File: config.mk
export PLATFORM = sky130hd
export DESIGN_NAME = cfg_word_seq
export DESIGN_NICKNAME = d
export VERILOG_FILES = /design/src/rtl/cfg_seq_pkg.sv /design/src/rtl/cfg_seq_ctrl.sv /design/src/rtl/cfg_seq_dpath.sv /design/src/rtl/cfg_word_seq.sv
export SDC_FILE = /design/constraint.sdc
export NUM_CORES = 1
export LEC_CHECK = 0
export ABC_AREA = 1
export BUFFER_PORTS_ARGS = -buffer_cell sky130_fd_sc_hd__buf_2
export CORE_MARGIN = 8
export CORE_UTILIZATION = 40
export CTS_CLUSTER_DIAMETER = 120
export DETAILED_ROUTE_END_ITERATION = 10
export GPL_TIMING_DRIVEN = 0
export PLACE_DENSITY = 0.72
export SLEW_MARGIN = 10
export SYNTH_ARGS = -nofsm -noshare
export SYNTH_HDL_FRONTEND = slang
export SYNTH_SLANG_ARGS = --single-unit
File: constraint.sdc
create_clock -name clk -period 1.2 [get_ports clk]
set_input_delay 0.06 -clock clk [delete_from_list [all_inputs] [get_ports clk]]
set_output_delay 0.06 -clock clk [all_outputs]
set_load 0.03 [all_outputs]
File: src/rtl/cfg_seq_pkg.sv
package cfg_seq_pkg;

  typedef enum logic [1:0] {
    SEQ_IDLE  = 2'd0,
    SEQ_LOAD  = 2'd1,
    SEQ_WRITE = 2'd2
  } seqState_t;

  // strobes from control to datapath
  typedef struct packed {
    logic clrAddr;
    logic stepAddr;
    logic loadWord;
    logic latchMode;
  } seqCtl_t;

  function automatic logic modeLegal(input logic [3:0] code, input logic ext);
    case (code)
      4'd0, 4'd3, 4'd4, 4'd5, 4'd6, 4'd7: modeLegal = 1'b1;
      4'd8, 4'd9, 4'd10, 4'd11:           modeLegal = ext;
      default:                            modeLegal = 1'b0;
    endcase
  endfunction

endpackage

File: src/rtl/cfg_seq_ctrl.sv
module cfg_seq_ctrl
  import cfg_seq_pkg::*;
(
  input  logic    clk,
  input  logic    rstN,
  input  logic    startReq,
  input  logic    addrClr,
  input  logic    wrAck,
  input  logic    modeOk,
  input  logic    lastHit,
  output seqCtl_t ctl,
  output logic    wrValid,
  output logic    busy,
  output logic    modeErr
);

  seqState_t state, stateNext;
  logic      errNext;

  always_comb begin
    ctl       = '0;
    stateNext = state;
    errNext   = 1'b0;
    case (state)
      SEQ_IDLE: begin
        if (addrClr) ctl.clrAddr = 1'b1;
        if (startReq) begin
          if (modeOk) begin
            ctl.latchMode = 1'b1;
            stateNext     = SEQ_LOAD;
          end else begin
            errNext = 1'b1;
          end
        end
      end
      SEQ_LOAD: begin
        if (addrClr) begin
          ctl.clrAddr = 1'b1;
        end else begin
          ctl.loadWord = 1'b1;
          stateNext    = SEQ_WRITE;
        end
      end
      SEQ_WRITE: begin
        if (addrClr) begin
          ctl.clrAddr = 1'b1;
          stateNext   = SEQ_LOAD;
        end else if (wrAck) begin
          ctl.stepAddr = 1'b1;
          stateNext    = lastHit ? SEQ_IDLE : SEQ_LOAD;
        end
      end
      default: stateNext = SEQ_IDLE;
    endcase
  end

  always_ff @(posedge clk) begin
    if (!rstN) begin
      state   <= SEQ_IDLE;
      modeErr <= 1'b0;
    end else begin
      state   <= stateNext;
      modeErr <= errNext;
    end
  end

  assign wrValid = (state == SEQ_WRITE);
  assign busy    = (state != SEQ_IDLE);

endmodule

File: src/rtl/cfg_seq_dpath.sv
module cfg_seq_dpath
  import cfg_seq_pkg::*;
#(
  parameter int ADDR_W    = 6,
  parameter int DATA_W    = 16,
  parameter int MODE_W    = 4,
  parameter int LAST_ADDR = 7
) (
  input  logic              clk,
  input  logic              rstN,
  input  seqCtl_t           ctl,
  input  logic [DATA_W-1:0] memData,
  input  logic [MODE_W-1:0] effMode,
  output logic [ADDR_W-1:0] curAddr,
  output logic              lastHit,
  output logic [ADDR_W-1:0] wrAddr,
  output logic [DATA_W-1:0] wrData,
  output logic [MODE_W-1:0] wrMode,
  output logic              addrStrobe
);

  localparam logic [ADDR_W-1:0] LAST_A = ADDR_W'(LAST_ADDR);

  assign lastHit = (curAddr == LAST_A);

  always_ff @(posedge clk) begin
    if (!rstN) begin
      curAddr    <= '0;
      addrStrobe <= 1'b0;
    end else begin
      addrStrobe <= ctl.stepAddr;
      if (ctl.clrAddr)       curAddr <= '0;
      else if (ctl.stepAddr) curAddr <= lastHit ? '0 : curAddr + ADDR_W'(1);
    end
  end

  always_ff @(posedge clk) begin
    if (!rstN) begin
      wrAddr <= '0;
      wrData <= '0;
      wrMode <= '0;
    end else begin
      if (ctl.loadWord) begin
        wrAddr <= curAddr;
        wrData <= memData;
      end
      if (ctl.latchMode) wrMode <= effMode;
    end
  end

endmodule

File: src/rtl/cfg_word_seq.sv
module cfg_word_seq
  import cfg_seq_pkg::*;
#(
  parameter bit         EXT_MODES  = 1'b1,
  parameter bit         MULTI_MODE = 1'b1,
  parameter logic [3:0] FIXED_MODE = 4'd0,
  parameter int         LAST_ADDR  = 7,
  localparam int        ADDR_W     = 6,
  localparam int        DATA_W     = 16,
  localparam int        MODE_W     = EXT_MODES ? 4 : 3
) (
  input  logic              clk,
  input  logic              rstN,
  input  logic              startReq,
  input  logic [MODE_W-1:0] modeSel,
  input  logic              addrClr,
  output logic [ADDR_W-1:0] memAddr,
  input  logic [DATA_W-1:0] memData,
  output logic              wrValid,
  output logic [ADDR_W-1:0] wrAddr,
  output logic [DATA_W-1:0] wrData,
  output logic [MODE_W-1:0] wrMode,
  input  logic              wrAck,
  output logic [ADDR_W-1:0] curAddr,
  output logic              addrStrobe,
  output logic              busy,
  output logic              modeErr
);

  seqCtl_t           ctl;
  logic              lastHit;
  logic              modeOk;
  logic [MODE_W-1:0] effMode;

  generate
    if (MULTI_MODE) begin : g_sel
      assign effMode = modeSel;
      assign modeOk  = modeLegal(4'(modeSel), EXT_MODES);
    end else begin : g_fixed
      logic unusedSel;
      assign unusedSel = ^modeSel;
      assign effMode   = MODE_W'(FIXED_MODE);
      assign modeOk    = 1'b1;
    end
  endgenerate

  cfg_seq_ctrl u_ctrl (
    .clk(clk), .rstN(rstN), .startReq(startReq), .addrClr(addrClr),
    .wrAck(wrAck), .modeOk(modeOk), .lastHit(lastHit), .ctl(ctl),
    .wrValid(wrValid), .busy(busy), .modeErr(modeErr)
  );

  cfg_seq_dpath #(
    .ADDR_W(ADDR_W), .DATA_W(DATA_W), .MODE_W(MODE_W), .LAST_ADDR(LAST_ADDR)
  ) u_dpath (
    .clk(clk), .rstN(rstN), .ctl(ctl), .memData(memData), .effMode(effMode),
    .curAddr(curAddr), .lastHit(lastHit), .wrAddr(wrAddr), .wrData(wrData),
    .wrMode(wrMode), .addrStrobe(addrStrobe)
  );

  assign memAddr = curAddr;

endmodule

-- Word level (Yosys, flattened, before mapping)
Memories as Yosys holds them, arrays and structs flattened.
Cells that the tools add are included.
- add/subtract/negate cells: 1
- muxes and demuxes: 19
- equality and inequality tests: 7
- reductions and logical operators: 6
- bitwise gates (word level): 1
- operators with widths (kind ; number):
    $mux W1 ; 12
    $mux W2 ; 5
    $add A6 B1 Y6 const B ; 1
    $eq A6 B3 Y1 const B ; 1
    $mux W6 ; 1
    $ne A2 B2 Y1 const B ; 3
    $pmux W2 S3 ; 1
    $reduce_and A4 Y1 ; 1
    $ne A3 B2 Y1 const B ; 1
    $reduce_and A3 Y1 ; 1
    $reduce_or A3 Y1 ; 1
    $eq A2 B1 Y1 const B ; 1
    $eq A2 B2 Y1 const B ; 1
    $logic_not A2 Y1 ; 1
    $reduce_bool A2 Y1 ; 1
    $reduce_or A2 Y1 ; 1
    $not A1 Y1 ; 1
- input bits: 25
- flip-flop bits (word level): 36
- memory bits (read-only): 16
- memories: 1
- output and inout bits: 42
- word-level logic and storage cells: 42
- memory list (name ; depth ; width ; rd ports ; clocked after Yosys merged registers in ; wr ports ; line ; source):
    (name not given) ; 16 ; 1 ; 1 ; 0 ; 0 ; cfg_seq_pkg.sv:18 ; case (code)

-- Longest topological paths before layout
Gate-level depths: netlist (run 1).
- depth after elaboration: 5
- depth in mapped cells: 8
- mapped depth without buffers: 8

-- Hierarchy
Synthesis (run 1) repeated with hierarchy kept, for this count alone.
- cells, all modules: 204
- area, all modules: 1502.7 um^2
- modules (own cells, without submodules) (module ; area an instance (um^2) ; cells each ; times used ; seq. area each (um^2)):
    cfg_seq_dpath ; 1252.5 ; 160 ; 1 ; 660.6
    cfg_seq_ctrl ; 170.2 ; 29 ; 1 ; 60.1
    cfg_word_seq ; 80.1 ; 15 ; 1 ; 0.0

-- Least setup slack after synthesis (run 1)
Ideal clock, no wire load.
- path type: register to register
- start: register u_dpath.curAddr[0]
- end: register u_ctrl.state[0]
- period minus slack after synthesis: 1.474 ns
- setup slack: -0.274 ns
- cell stages (with the launch flop): 9
- library setup time: 0.132 ns
- data arrival time: 1.342 ns
- path buffers: 0
- required time: 1.068 ns
- cell sequence: dfxtp_1 > ha_1 > nand2_1 > nor2_1 > nand2_1 > nor2_1 > nor2_1 > nand2_1 > a21oi_1
- word-level cells in the longest chain between the ends: 5
- ends and longest elaborated chain (element ; line ; source):
    start: declaration ; cfg_seq_dpath.sv:14 ; output logic [ADDR_W-1:0] curAddr,
    start signal: assignment ; cfg_seq_dpath.sv:33 ; else if (ctl.stepAddr) curAddr <= lastHit ? '0 : curAddr + ADDR_W'(1);
    $eq A6 B3 Y1 ; cfg_seq_dpath.sv:24 ; assign lastHit = (curAddr == LAST_A);
    $mux W1 ; cfg_seq_ctrl.sv:50 ; stateNext = lastHit ? SEQ_IDLE : SEQ_LOAD;
    $mux W2 ; cfg_seq_ctrl.sv:48 ; end else if (wrAck) begin
    $mux W2 ; cfg_seq_ctrl.sv:45 ; if (addrClr) begin
    $pmux W2 S3 ; cfg_seq_ctrl.sv:24 ; case (state)
    end signal: assignment ; cfg_seq_ctrl.sv:62 ; state <= stateNext;
    end: declaration ; cfg_seq_ctrl.sv:17 ; seqState_t state, stateNext;
No other way between the ends. The select of a mux whose other input is x is not followed.
A chain may end at the register's enable or synchronous reset.

-- Final worst setup path (run 1)
- start: register u_dpath.curAddr[1]
- end: register u_ctrl.state[0]
Same word-level chain as after synthesis.

==> results by group, run 1 <==
Clock tree
  • Total CTS buffers: 5
  • H-Tree Level Count: 2
  • Worst skew pair latency: 280 ps
  • # clock sinks: 36
  • CTS Buffer Depth: 2
  • Clk slew on worst S/H paths: 70 ps
  • TritonCTS clock tree: built
  • CTS Root Cell: clkbuf_8
  • CTS Hold Bufs: 0

STA
  • Fmax: 843 MHz
  • Sum of negative setup slack: 0 ps
  • Final hold slack: 40.8 ps
  • Crit path time final: 1190 ps
  • # setup viols final: 0
  • Final worst setup slack: 13.3 ps
  • RSZ-0062 raised after global routing: yes
  • Slew Limit Fails: 0
  • Clk_skew: 4.95 ps
  • Final hold vios: 0
  • Worst-Margin Slew: 472 ps
  • Max_slew headroom: 68.5%
  • Crit share post-route: 98.9%

Critical path
  • Crit path DAT: 1340 ps
  • Required @ worst endpoint: 1350 ps
  • Crit start category: flip-flop
  • Crit Path Max Fanout: 4
  • Worst Setup End Kind: flip-flop
  • Kind of critical path: reg2reg

Floorplanning
  • DIE WIDTH: 78.1 um
  • Io pins: 67
  • Die area: 6100 um2
  • Core region area: 3690 um2
  • Cell row count: 22
  • Starting Density: 41.8%
  • Die Height: 78.1 um

GRT
  • GRT busiest layer: met2
  • Met1 Use GR: 15.6%
  • Largest net degree at the start of global routing: 12
  • First-pass GRT wire length: 6840 um
  • Met3 GRT Util: 6.72%
  • Vias in the first global route: 1,546
  • Grt total ovfl: 0
  • Met2 Use GR: 21.0%
  • Initial antenna violation count: 0
  • GRT Util Overall: 13.4%

Yosys
  • Yosys cell types: 23
  • Warning count from the yosys run: 0
  • Sequential fraction of the synthesis area: 46.8%
  • Cells after Synth: 206
  • Area of the mapped netlist: 1540 um2
  • Synthesized Nets: 232
  • Syn Area/Cell: 7.48 um2
  • #FFs+latches synth: 36

Cells and area
  • Final instance area: 2150 um2
  • Area added between synthesis and finish: 39.4%
  • Register area: 736 um2
  • ANT cells: 0
  • Number of fill cells in the layout: 367
  • Multi-input logic area: 724 um2
  • Ratio of cells with drive above 1 in the final layout: 40.9%
  • Final cell count without fillers: 334
  • Commonest non-fill, non-tap cell in the layout: buf_2
  • Most frequent cells in the layout: buf_2, nand2_1, nand3_1, a21oi_1, dfxtp_1
  • Final #Nets: 311

Power and ir drop
  • Pleak: 1.04 nW
  • Max VDD drop: 0.000912 V
  • Pwr/cell area: 1240 nW/um2

Placement
  • Placed Cells: 320
  • PortBufs: 66
  • Placed Area: 1960 um2
  • Setup slack at placement: -114 ps
  • Final Wtd Congestion: 0.803
  • Post-DP HPWL: 3040 um

Outcome
  • Run status: finished, final reports clean

Routing
  • Antenna Nets Post-Route: 0
  • Pre-antenna DRT Iters: 4
  • DRT iter0 DRCs: 67
  • Via count: 1,575
  • DRT Wirelength: 4100 um
  • Routed vias/inst: 4.72
  • Drt wl/cell: 12.3 um
  • DR DRC count: 0

Run
  • Max Cap Viol: 0

Hold path
  • Worst hold path type: in2reg
==> per-stage QoR <==
stage	total power [W]	utilization, %
finish	0.00266	58.3
CTS	0.00267	56.8
detailed placement	0.00171	53.2
global placement	0.00171	53.2
floorplan	0.00157	-
global route	0.00278	58.3
==> layer usage <==
metal | vias up | routed length (um)
li1 | 822 | -
met1 | 693 | 1800
met2 | 56 | 1840
met3 | 4 | 408
met4 | 0 | 40
met5 | - | 0
==> cell families (layout without fill, tap and decap cells) <==
logic type | Yosys count | in the layout | synth area share, %
and+or+nand+nor | 105 | 105 | 31.5
DFF | 36 | 36 | 46.8
AOI/OAI and AO/OA | 33 | 33 | 11.2
buffers and inverters | 30 | 110 | 9.17
adders and majority gates | 1 | 1 | 0.812
xor gates and xnor gates | 1 | 1 | 0.568
==> state kept, by name, indices dropped and copies added, names as in the netlist <==
register	count
u_dpath.curAddr	6
u_ctrl.modeErr	1
u_dpath.wrData	16
u_dpath.addrStrobe	1
u_dpath.wrAddr	6
u_dpath.wrMode	4
u_ctrl.state	2
==> path summary, 6_finish.rpt <==
kind / startpoint / endpoint / slack, ps / cells past startpoint
max: u_dpath.curAddr[1]$_SDFFE_PP0P_ / u_ctrl.state[0]$_SDFFE_PN0P_ / 10 / 8
min: memData[6] / u_dpath.wrData[6]$_SDFFE_PN0P_ / 40 / 3
max reg2reg: u_dpath.curAddr[1]$_SDFFE_PP0P_ / u_ctrl.state[0]$_SDFFE_PN0P_ / 10 / 8
min reg2reg: u_dpath.wrData[6]$_SDFFE_PN0P_ / u_dpath.wrData[6]$_SDFFE_PN0P_ / 460 / 2
==> synth_stat cells <==
master / count / area share (%)
nand4_1: 1 / 0.41
nand3_2: 1 / 0.65
dfxtp_1: 36 / 47
nor3b_1: 1 / 0.49
clkbuf_1: 4 / 0.97
o21ai_2: 1 / 0.57
buf_4: 6 / 2.9
nand3_1: 31 / 10
nor2_1: 15 / 3.7
nand4_2: 1 / 0.81
a21oi_2: 1 / 0.57
inv_2: 2 / 0.49
ha_1: 1 / 0.81
nand2_1: 48 / 12
a21oi_1: 30 / 9.7
nand2_2: 2 / 0.81
inv_1: 13 / 3.2
xor2_1: 1 / 0.57
o21ai_0: 1 / 0.32
nor3_1: 1 / 0.32
buf_2: 5 / 1.6
nor2_4: 3 / 2.2
or2_2: 1 / 0.41
==> layout make-up <==
type                            count  area share [%]
Timing Repair Buffer               72            17.5
Buffer                             15            4.42
Inverter                           15            2.62
Clock inverter                      1           0.233
Multi-Input combinational cell    140            33.7
Clock buffer                        7            4.54
Tap cell                           48            2.79
Sequential cell                    36            34.2
==> where the power goes <==
part           switching [W]  internal, W  leakage, nW
clock network       0.000421     0.000532       0.0534
logic               0.000290     0.000148        0.690
registers          0.0000280      0.00124        0.295
==> repair_timing <==
item / in CTS / in global routing
gates resized for setup: 2 / 18
cloned: 0 / 0
pin swaps: 1 / 6
endpoints found under the setup margin: 27 / 31
setup buffers: 4 / 2
==> worst max-delay path: stages, from the launching register on <==
cell     delay [ps]
dfxtp_4         380
ha_4            160
nand2_4          60
nor2_4          110
nand2_2          80
nor2_2          100
nor2_1           40
nand2_1          60
a21oi_1          50
No activity file was read; power rests on OpenSTA's default activity.
==> inputs of run 2 (changes only) <==
--- a/config.mk
+++ b/config.mk
@@ -8,11 +8,12 @@
 export ABC_AREA = 1
 export BUFFER_PORTS_ARGS = -buffer_cell sky130_fd_sc_hd__buf_2
 export CORE_MARGIN = 8
-export CORE_UTILIZATION = 40
+export CORE_UTILIZATION = 42
 export CTS_CLUSTER_DIAMETER = 120
 export DETAILED_ROUTE_END_ITERATION = 10
 export GPL_TIMING_DRIVEN = 0
-export PLACE_DENSITY = 0.72
+export PLACE_DENSITY = 0.75
+export RECOVER_POWER = 100
 export SLEW_MARGIN = 10
 export SYNTH_ARGS = -nofsm -noshare
 export SYNTH_HDL_FRONTEND = slang
==> run 2 against run 1 <==
Die area shrank 3.8%. Hold slack lost 7.3 ps. Final cell count grew 1.8%. First-iteration DRC count shrank 15%. Global-route usage grew 0.34 points. Sequential share of layout area shrank 1.5 points. Largest cell class unchanged. Clock skew is essentially flat. Count of clock-buffer cells in the layout is the same. Critical path type unchanged. Cell area grew 4.7%.
==> results by group, run 2 (synthesized netlist as in run 1, its figures left out) <==
Outcome
  • Run status: finished, final reports clean

GRT
  • Initial antenna violation count: 0
  • Grt total ovfl: 0
  • GRT Util Overall: 13.8%
  • Largest net degree at the start of global routing: 12
  • Vias in the first global route: 1,565
  • First-pass GRT wire length: 6850 um

Critical path
  • Critical Path Start: u_dpath.curAddr[0]$_SDFFE_PP0P_
  • Buffers & Inverters on Critical Path: 0
  • Slowest stage cell, crit path: dfxtp_4
  • Worst Setup End Kind: flip-flop
  • R2r endpoint: u_ctrl.state[0]$_SDFFE_PN0P_
  • Stages on worst setup path: 8
  • Kind of critical path: reg2reg
  • Crit-path cells: ha_4, nand2_1, nor2_2, nand2_2, nor2_1, nor2_1, nand2_1, a21oi_1
  • Required @ worst endpoint: 1350 ps
  • Critical Path Sink: u_ctrl.state[0]$_SDFFE_PN0P_
  • Crit start category: flip-flop
  • Crit path DAT: 1340 ps
  • CP max stage delay: 390 ps
  • Critical R2R Launch: u_dpath.curAddr[0]$_SDFFE_PP0P_
  • Worst reg2reg path depth: 8
  • Crit Path Max Fanout: 5
  • Reg-to-reg slack, setup: 20 ps
  • Delay-heaviest family, CP: simple AND/OR/NAND/NOR gates

Routing
  • Routed vias/inst: 4.72
  • Pre-antenna DRT Iters: 4
  • Antenna Nets Post-Route: 0
  • DR DRC count: 0
  • Drt wl/cell: 12.6 um
  • DRT iter0 DRCs: 57
  • Via count: 1,604
  • DRT Wirelength: 4290 um

Cells and area
  • Final cell count without fillers: 340
  • Ratio of cells with drive above 1 in the final layout: 33.9%
  • Max reg flops: 16
  • Final #Nets: 317
  • Largest regs: u_dpath.wrData x16, u_dpath.curAddr x6, u_dpath.wrAddr x6
  • Most frequent cells in the layout: nand2_1, buf_2, clkbuf_1, nand3_1, dfxtp_1
  • Commonest non-fill, non-tap cell in the layout: nand2_1
  • ANT cells: 0
  • Area added between synthesis and finish: 46.0%
  • Core Util, Final: 62.4%
  • Most flop-heavy register: u_dpath.wrData

STA
  • Worst-Margin Slew: 482 ps
  • Final worst setup slack: 15.0 ps
  • Fmax: 844 MHz
  • Crit share post-route: 98.7%
  • Crit path time final: 1180 ps
  • RSZ-0062 raised after global routing: yes
  • Slew Limit Fails: 0
  • Sum of negative setup slack: 0 ps
  • Max_slew headroom: 67.8%
  • Final hold slack: 33.5 ps
  • Clk_skew: 5.05 ps
  • # setup viols final: 0
  • Final hold vios: 0

Power and ir drop
  • Pwr/cell area: 1220 nW/um2
  • Max VDD drop: 0.00101 V
  • Pleak: 0.978 nW

Clock tree
  • TritonCTS clock tree: built
  • CTS Buffer Depth: 2
  • Clk slew on worst S/H paths: 70 ps
  • H-Tree Level Count: 2
  • CTS Root Cell: clkbuf_8
  • Total CTS buffers: 5
  • CTS Hold Bufs: 0
  • # clock sinks: 36
  • Worst skew pair latency: 290 ps

Floorplanning
  • Cell row count: 22
  • Starting Density: 42.7%
  • Core region area: 3610 um2
  • Die Height: 76.6 um
  • Die area: 5860 um2
  • DIE WIDTH: 76.6 um
  • Io pins: 67

Run
  • Max Cap Viol: 0

Placement
  • Setup slack at placement: -105 ps
  • Post-DP HPWL: 2970 um
  • PortBufs: 66
  • Placed Cells: 320
  • Final Wtd Congestion: 0.821

Hold path
  • Worst hold path type: in2reg
-- run 2: through the flow --
step	area, um2	total power (W)
after global routing	2250	0.00290
after CTS	2100	0.00268
final	2250	0.00275
after detailed placement	1960	0.00171
after floorplan	1570	0.00157
after global placement	1960	0.00170
-- run 2: worst register-to-register path: stages (launching register included) --
cell,delay (ps)
dfxtp_4,390
ha_4,150
nand2_1,80
nor2_2,110
nand2_2,80
nor2_1,100
nor2_1,50
nand2_1,50
a21oi_1,50
-- run 2: power by group --
group	switching [W]	leakage [nW]	internal, W	total [W]
combinational	0.000314	0.629	0.000215	0.000529
clock	0.000419	0.0534	0.000532	0.000951
sequential	0.0000315	0.296	0.00124	0.00127
-- run 2: worst min path at each step --
stage	endpoint	cells past startpoint	start
final	u_dpath.wrData[12]$_SDFFE_PN0P_	3	memData[12]
after global routing	u_dpath.wrData[0]$_SDFFE_PN0P_	3	memData[0]
after CTS	u_dpath.wrData[6]$_SDFFE_PN0P_	3	memData[6]
after detailed placement	u_dpath.wrData[12]$_SDFFE_PN0P_	3	memData[12]
after global placement	u_dpath.wrData[6]$_SDFFE_PN0P_	3	memData[6]
after floorplan	u_ctrl.state[0]$_SDFFE_PN0P_	2	addrClr
-- run 2: repair_timing --
action | 4_1_cts | 5_1_grt
gates resized for setup | 5 | 26
gates cloned | 0 | 3
endpoints found under the setup margin | 28 | 32
pin swaps | 1 | 10
setup buffers | 2 | 7
-- run 2: metal layers --
layer / wire length [um] / vias up / global-route usage, %
li1: - / 838 / -
met1: 1780 / 711 / 14.8
met2: 2100 / 53 / 22.6
met3: 379 / 2 / 7.55
met4: 30 / 0 / 4.23
met5: 0 / - / 0
-- run 2: layout make-up --
class                           instances  area, um2
Fill cell                             348       1360
Sequential cell                        36        737
Multi-Input combinational cell        140        724
Timing Repair Buffer                   78        447
Buffer                                 15        121
Clock buffer                            7       97.6
Tap cell                               48       60.1
Inverter                               15       58.8
Clock inverter                          1       5.00
==> inputs of run 3 (changes only) <==
--- a/config.mk
+++ b/config.mk
@@ -14,6 +14,7 @@
 export GPL_TIMING_DRIVEN = 0
 export PLACE_DENSITY = 0.75
 export RECOVER_POWER = 100
+export REMOVE_ABC_BUFFERS = 1
 export SLEW_MARGIN = 10
 export SYNTH_ARGS = -nofsm -noshare
 export SYNTH_HDL_FRONTEND = slang
==> run 3 against run 2 <==
Wire length increased by 2.2%. Critical path depth decreased by 2. Global-route usage increased by 0.70 points. Clock power decreased by 8.4%. Highest routed layer unchanged. Sequential share of layout area increased by 1.7 points. Register-to-register slack about the same.
==> results by group, run 3 (synthesized netlist as in run 1, its figures left out) <==
Critical path
  • Worst Setup End Kind: flip-flop
  • Required @ worst endpoint: 1320 ps
  • CP max stage delay: 400 ps
  • Crit Path Max Fanout: 6
  • Crit path DAT: 1300 ps
  • Buffers & Inverters on Critical Path: 2
  • Crit start category: flip-flop
  • Kind of critical path: reg2reg
  • Slowest stage cell, crit path: dfxtp_4
  • Delay-heaviest family, CP: flip-flops
  • Crit-path cells: inv_6, nor2_4, buf_6, nand2_4, nand2_2, a21oi_1

Cells and area
  • Largest regs: u_dpath.wrData x16, u_dpath.curAddr x6, u_dpath.wrAddr x6
  • ANT cells: 0
  • Multi-input logic area: 805 um2
  • Register area: 737 um2
  • Number of fill cells in the layout: 362
  • Ratio of cells with drive above 1 in the final layout: 34.9%
  • Commonest non-fill, non-tap cell in the layout: buf_2
  • Max reg flops: 16
  • Final #Nets: 303
  • Most frequent cells in the layout: buf_2, nand2_1, nand3_1, dfxtp_1
  • Area added between synthesis and finish: 39.0%
  • Core Util, Final: 59.4%
  • Final instance area: 2140 um2
  • Most flop-heavy register: u_dpath.wrData

GRT
  • Vias in the first global route: 1,514
  • Grt total ovfl: 0
  • Largest net degree at the start of global routing: 32
  • Initial antenna violation count: 0
  • First-pass GRT wire length: 7070 um
  • GRT Util Overall: 14.5%

Clock tree
  • H-Tree Level Count: 2
  • # clock sinks: 36
  • Clk slew on worst S/H paths: 70 ps
  • TritonCTS clock tree: built
  • Total CTS buffers: 5
  • Worst skew pair latency: 280 ps
  • CTS Root Cell: clkbuf_8
  • CTS Buffer Depth: 2

Floorplanning
  • Io pins: 67
  • Cell row count: 22
  • Starting Density: 42.7%
  • Core region area: 3610 um2
  • Die Height: 76.6 um
  • Die area: 5860 um2
  • DIE WIDTH: 76.6 um

Outcome
  • Run status: finished, final reports clean

Power and ir drop
  • Max VDD drop: 0.000736 V
  • Pleak: 0.895 nW
  • Pwr/cell area: 1230 nW/um2

Placement
  • Placed Area: 1850 um2
  • Final Wtd Congestion: 0.790
  • PortBufs: 66
  • Post-DP HPWL: 2810 um

STA
  • Slew Limit Fails: 0
  • # setup viols final: 0
  • Final hold vios: 0
  • Clk_skew: 2.64 ps
  • Crit path time final: 1180 ps
  • Crit share post-route: 98.3%
  • RSZ-0062 raised after global routing: yes
  • Max_slew headroom: 35.3%
  • Fmax: 848 MHz
  • Worst-Margin Slew: 969 ps

Routing
  • DRT iter0 DRCs: 69
  • DR DRC count: 0
  • Drt wl/cell: 13.4 um
  • Routed vias/inst: 4.83
  • Pre-antenna DRT Iters: 4
  • DRT Wirelength: 4380 um
  • Antenna Nets Post-Route: 0
  • Via count: 1,575

Run
  • Max Cap Viol: 0

Hold path
  • Worst hold path type: in2reg
[run 3: repair_timing]
action / 4_1_cts / 5_1_grt
cloned: 1 / 2
setup endpoints to repair: 32 / 31
setup buffers: 7 / 3
gates resized for setup: 16 / 32
hold buffers: 0 / 0
pin swaps: 3 / 7
[run 3: stage by stage]
step / TNS [ps] / instances / worst slack [ps] / hold slack, ps / power [W]
after CTS: 0 / 321 / 11.2 / 36.5 / 0.00260
final: 0 / 326 / 20.5 / 41.5 / 0.00264
after global placement: -12980 / 305 / -533 / 337 / 0.00169
after global routing: -407 / 326 / -59.7 / 36.5 / 0.00279
after detailed placement: -13460 / 305 / -559 / 342 / 0.00169
after floorplan: -5280 / 191 / -523 / 209 / 0.00155
[run 3: metal layers]
metal	vias to the layer above	wire (um)	track usage [%]
li1	811	-	-
met1	709	2010	15.9
met2	51	2040	24.4
met3	4	283	6.13
met4	0	50	4.81
met5	-	0	0
[run 3: worst paths after layout]
path	cells after the start	startpoint	slack, ps	endpoint
setup / recovery	6	u_ctrl.state[0]$_SDFFE_PN0P_	20	u_dpath.wrAddr[2]$_SDFFE_PN0P_
hold / removal	3	memData[7]	40	u_dpath.wrData[7]$_SDFFE_PN0P_
setup reg to reg	6	u_ctrl.state[0]$_SDFFE_PN0P_	20	u_dpath.wrAddr[2]$_SDFFE_PN0P_
hold reg to reg	2	u_dpath.wrData[3]$_SDFFE_PN0P_	460	u_dpath.wrData[3]$_SDFFE_PN0P_
[run 3: report_power, final]
group	internal (W)	switching, W	leakage, nW
clock network	0.000468	0.000403	0.0455
registers	0.00124	0.0000408	0.295
logic	0.000167	0.000330	0.555
[run 3: cell type report]
class | count | share of cell area, %
clock buffer | 8 | 4.21
sequential | 36 | 34.4
multi-input combinational | 143 | 37.6
tap | 48 | 2.80
inverter | 15 | 2.92
timing repair buffer | 76 | 18.1
[run 3: worst min-delay path: stages]
cell,delay [ps]
buf_2,90
nand3_1,70
a21oi_1,60
